===== src/rtl/cal_pkg.sv =====
package cal_pkg;
    typedef enum logic [1:0] {
        ST_IDLE   = 2'd0,
        ST_CALC   = 2'd1,
        ST_SETTLE = 2'd2,
        ST_HOLD   = 2'd3
    } cal_state_t;
endpackage


===== src/rtl/cal_mid_offset.sv =====
module cal_mid_offset #(
    parameter int MAX_DROP = 3,
    localparam int CNT_W = $clog2(MAX_DROP + 1)
) (
    input  logic [MAX_DROP-1:0] low_i,
    input  logic [CNT_W-1:0]    drop_i,
    output logic [MAX_DROP-1:0] corr_o
);
    logic [MAX_DROP-1:0] mask;
    logic [MAX_DROP-1:0] centre;
    logic [MAX_DROP-1:0] field;

    // mask keeps the bits the coarse quantizer drops; centre is the mid-step code
    always_comb begin
        mask   = '0;
        centre = '0;
        for (int b = 0; b < MAX_DROP; b++) begin
            if (CNT_W'(b) < drop_i)       mask[b]   = 1'b1;
            if (CNT_W'(b + 1) == drop_i)  centre[b] = 1'b1;
        end
        field  = low_i & mask;
        corr_o = (centre - field) & mask;
    end
endmodule


===== src/rtl/cal_sat_add.sv =====
module cal_sat_add #(
    parameter int A_W = 12,
    parameter int B_W = 3
) (
    input  logic [A_W-1:0] a_i,
    input  logic [B_W-1:0] b_i,
    output logic [A_W-1:0] sum_o
);
    logic [A_W:0] wide;

    always_comb begin
        wide  = {1'b0, a_i} + (A_W + 1)'(b_i);
        sum_o = wide[A_W] ? {A_W{1'b1}} : wide[A_W-1:0];
    end
endmodule


===== src/rtl/coarse_ref_calibrator.sv =====
module coarse_ref_calibrator
    import cal_pkg::*;
#(
    parameter int DUTY_W     = 10,
    parameter int REF_W      = 12,
    parameter int DROP_ID    = 3,
    parameter int DROP_LIGHT = 2,
    localparam int CNT_W = $clog2(DROP_ID + 1)
) (
    input  logic              clk,
    input  logic              rst_n,
    input  logic [DUTY_W-1:0] duty_i,
    input  logic [REF_W-1:0]  ref_i,
    input  logic              start_i,
    input  logic              light_i,
    input  logic              stop_i,
    output logic [REF_W-1:0]  ref_o,
    output logic [CNT_W-1:0]  drop_o,
    output logic              busy_o,
    output logic              done_o
);
    typedef struct packed {
        cal_state_t         state;
        logic [REF_W-1:0]   refv;
        logic [REF_W-1:0]   saved;
        logic [DROP_ID-1:0] corr;
        logic [CNT_W-1:0]   kdrop;
        logic [CNT_W-1:0]   drop;
        logic               done;
    } cal_regs_t;

    cal_regs_t regs_q, regs_d;

    logic [CNT_W-1:0]   k_sel;
    logic [DROP_ID-1:0] corr_w;
    logic [REF_W-1:0]   adj_w;
    logic               unused_duty_hi;

    assign unused_duty_hi = ^duty_i[DUTY_W-1:DROP_ID];
    assign k_sel = light_i ? CNT_W'(DROP_LIGHT) : CNT_W'(DROP_ID);

    cal_mid_offset #(.MAX_DROP(DROP_ID)) u_offset (
        .low_i  (duty_i[DROP_ID-1:0]),
        .drop_i (k_sel),
        .corr_o (corr_w)
    );

    cal_sat_add #(.A_W(REF_W), .B_W(DROP_ID)) u_add (
        .a_i   (regs_q.saved),
        .b_i   (regs_q.corr),
        .sum_o (adj_w)
    );

    always_comb begin
        regs_d      = regs_q;
        regs_d.done = 1'b0;
        unique case (regs_q.state)
            ST_IDLE: begin
                regs_d.refv = ref_i;
                if (start_i) begin
                    regs_d.saved = ref_i;
                    regs_d.corr  = corr_w;
                    regs_d.kdrop = k_sel;
                    regs_d.state = ST_CALC;
                end
            end
            ST_CALC: begin
                regs_d.refv  = adj_w;
                regs_d.drop  = regs_q.kdrop;
                regs_d.state = ST_SETTLE;
            end
            ST_SETTLE: begin
                regs_d.done  = 1'b1;
                regs_d.state = ST_HOLD;
            end
            ST_HOLD: begin
                if (stop_i) begin
                    regs_d.refv  = regs_q.saved;
                    regs_d.drop  = '0;
                    regs_d.state = ST_IDLE;
                end
            end
            default: regs_d.state = ST_IDLE;
        endcase
    end

    always_ff @(posedge clk or negedge rst_n) begin
        if (!rst_n) regs_q <= '0;
        else        regs_q <= regs_d;
    end

    assign ref_o  = regs_q.refv;
    assign drop_o = regs_q.drop;
    assign busy_o = (regs_q.state != ST_IDLE);
    assign done_o = regs_q.done;

    assert_idle_full_R2: assert property (@(posedge clk) disable iff (!rst_n)
        !busy_o |-> drop_o == '0);
    assert_adjust_floor_R5: assert property (@(posedge clk) disable iff (!rst_n)
        (regs_q.state == ST_SETTLE) |-> (ref_o >= regs_q.saved));
    assert_done_single_R6: assert property (@(posedge clk) disable iff (!rst_n)
        done_o |=> !done_o);
    assert_done_coarse_R6: assert property (@(posedge clk) disable iff (!rst_n)
        done_o |-> (drop_o != '0 && busy_o));
    assert_restore_R7: assert property (@(posedge clk) disable iff (!rst_n)
        (regs_q.state == ST_HOLD && stop_i) |=>
            (ref_o == $past(regs_q.saved) && drop_o == '0 && !busy_o));
    assert_busy_start_ignored_R8: assert property (@(posedge clk) disable iff (!rst_n)
        (busy_o && start_i) |=> $stable(regs_q.saved));
endmodule


===== config.mk =====
export PLATFORM = sky130hd
export DESIGN_NAME = coarse_ref_calibrator
export DESIGN_NICKNAME = d
export VERILOG_FILES = /design/src/rtl/cal_pkg.sv /design/src/rtl/cal_mid_offset.sv /design/src/rtl/cal_sat_add.sv /design/src/rtl/coarse_ref_calibrator.sv
export SDC_FILE = /design/constraint.sdc
export NUM_CORES = 1
export LEC_CHECK = 0
export ABC_AREA = 1
export BUFFER_PORTS_ARGS = -buffer_cell sky130_fd_sc_hd__buf_2
export CAP_MARGIN = 40
export CORE_UTILIZATION = 52
export DETAILED_ROUTE_END_ITERATION = 8
export HOLD_SLACK_MARGIN = 0.05
export PLACE_DENSITY = 0.75
export SLEW_MARGIN = 30
export SYNTH_ARGS = -nofsm -noshare
export SYNTH_HDL_FRONTEND = slang
export SYNTH_HIERARCHICAL = 1
export SYNTH_SLANG_ARGS = --single-unit
export TNS_END_PERCENT = 30

===== constraint.sdc =====
create_clock -name clk -period 2.1 [get_ports clk]
set_input_delay 0.21 -clock clk [delete_from_list [all_inputs] [get_ports clk]]
set_output_delay 0.21 -clock clk [all_outputs]
set_load 0.1 [all_outputs]

==> out/results.tsv <==
metric	value	unit
finClkSkew	0.002587	ns
die-area	0.004848	sq mm
reg2reg_depth	14	
antenna_cells	0	
rsz0062_at_grt	no	
drive_above_1_share	0.1838	
ys_async_sr_fraction	1.000	
synth_area_leaders	dfrtp_1 36%, nand2_1 27%, nand3_1 6.3%	
hold_path_class	primary input to flop	
gp_congestion	0.8295	
antenna_found_initial	0	
vias	2132	
grt_overflow	0	
yosys-top-cells-count	169 x nand2_1, 34 x dfrtp_1, 30 x nand3_1	
fp.dieW	69.63	um
cts.clk_slew.worst_paths	0.07	ns
drv_slew	0	
cts_buffers	5	
drt_first_pass_iters	4	
dp_hpwl	3.480	mm
arrival	2.15	ns
clk_latency	0.29	ns
antenna_left	0	
setup_viol	0	
grt_max_degree	35	
clockRootBuffer	clkbuf_8	
cts_setup_buffers	0	
final-instance-count-excl-fill	422	
port_buffers	35	
yosysMostFrequentCell	nand2_1	
syn-cell-area	0.002379	sq mm
maxCapViolations	0	
start_kind	flop	
cts_tree	built	
clock_path_buffers	2	
fmaxAchievable	508.7	MHz
yosysWarnings	6	
yosysSeqAreaShare	0.3577	
synth_seq_cells	34	
synth_top_area_cell	dfrtp_1	
die_h	69.63	um
drc	0	
vias_per_cell	5.052	
hold_path_depth	2	
drtIter0Drc	187	
final_nets	408	
synth_cell_types	27	
cp-end-kind	flop	
cp_max_fo	5	
synth_flop_cell	dfrtp_1	
status	complete, no violations	
syn_area_per_cell	6.914	sq um
syn_to_final_growth	10.42	%
synthCells	344	
fin_tns_setup	0	ns
finalCriticalPeriod	1.966	ns
required	2.29	ns
htreeDepth	2	
grt_pass1_vias	1996	
fp.coreArea	0.004384	sq mm
globalRouteTotalUtil	0.2326	
critPathKind	flop to flop	
drt-total-wl	5.190	mm
wl_per_cell	12.30	um
ios	43	
start_util	0.5425	
synth_edf_count	0	
dp.cells	411	
rows	24	
finalCritPeriodShare	0.9360	
hold_viol	0	
cts_sinks	34	
grt_pass1_wl	8.880	mm
synth_top_area_frac	0.3577	
==> through the flow <==
stage | instance area [sq um] | util | worst slack (ns) | hold WS [ns]
floorplan | 2394 | - | 0.2122 | -0.08559
global placement | 2456 | 0.5602 | 0.03721 | 0.3234
detailed placement | 2456 | 0.5602 | 0.002700 | 0.3318
CTS | 2569 | 0.5859 | 0.04493 | 0.1170
global route | 2626 | 0.5990 | 0.003508 | 0.1090
finish | 2626 | 0.5990 | 0.1344 | 0.1215
==> worst paths after layout <==
path                            slack [ns]         end       from
worst min register to register        0.48    ref_o[5]   ref_o[5]
max in group asynchronous             1.32    ref_o[1]      rst_n
min in group asynchronous             0.35  regs_q[13]      rst_n
worst max register to register        0.13    ref_o[3]  regs_q[8]
worst min-delay path                  0.12   regs_q[3]    light_i
worst max-delay path                  0.13    ref_o[3]  regs_q[8]
==> sequential cells by signal, summed over array words and instances (netlist names) <==
| signal | count |
|---|---|
| regs_q | 19 |
| ref_o | 12 |
| drop_o | 2 |
| done_o | 1 |
==> repair_timing <==
action | 4_1_cts | 5_1_grt
hold endpoints to repair | 34 | 0
resized for setup | 1 | 5
endpoints found under the setup margin | 3 | 12
hold buffers | 1 | 0
gates cloned | 0 | 1
pin swaps | 0 | 2
==> routing by layer <==
layer  up-vias  routed length (um)  track usage
met4         0                  89      0.09111
met1       979                2387       0.2879
li1       1087                   -            -
met3         8                 245      0.05959
met5         -                   0            0
met2        58                2467       0.3883
==> layout make-up <==
cell class,count,area [sq um]
clock buffer,6,82.58
clock inverter,2,12.51
fill,419,1758
inverter,29,108.9
multi-input combinational,259,1271
sequential,34,850.8
tap,52,65.06
timing repair buffer,40,235.2
==> worst max-delay path, stage by stage, from the launching register on <==
cell and delay (ns):
dfrtp_1 0.42, ha_4 0.19, fa_2 0.37, nand2_2 0.08, nand2_2 0.06, nand2_2 0.08
inv_2 0.07, nand3_2 0.14, nand3_1 0.08, nand2_1 0.06, nand2_1 0.05, nand2_1 0.05
nand2_1 0.07, nand2_1 0.07, nand2_1 0.05
==> cell usage in the layout, fill, tap and decap left out, drive strengths merged <==
master / Yosys / routed
a21oi: 3 / 3
nor3: 1 / 1
nor2: 11 / 11
nand3b: 2 / 2
clkinvlp: 0 / 1
o21ai: 11 / 11
o21a: 1 / 1
dfrtp: 34 / 34
nand4: 2 / 2
clkinv: 0 / 1
ha: 10 / 10
nand3: 32 / 33
or2: 4 / 4
dlygate4sd3: 0 / 1
inv: 29 / 29
nand2: 174 / 174
buf: 27 / 39
fa: 2 / 2
clkbuf: 0 / 6
conb: 1 / 5
==> kinds of logic after synthesis <==
kind of cell               Yosys count  synth area share
other                                1          0.001577
DFF                                 34            0.3577
buffers and inverters               56            0.1299
AOI/OAI and AO/OA                   15           0.03735
adders and majority gates           12           0.06944
and+or+nand+nor                    226            0.4040
Power is not shown: default switching activity piles up to over one toggle a cycle in this logic, so the estimate is an artifact.
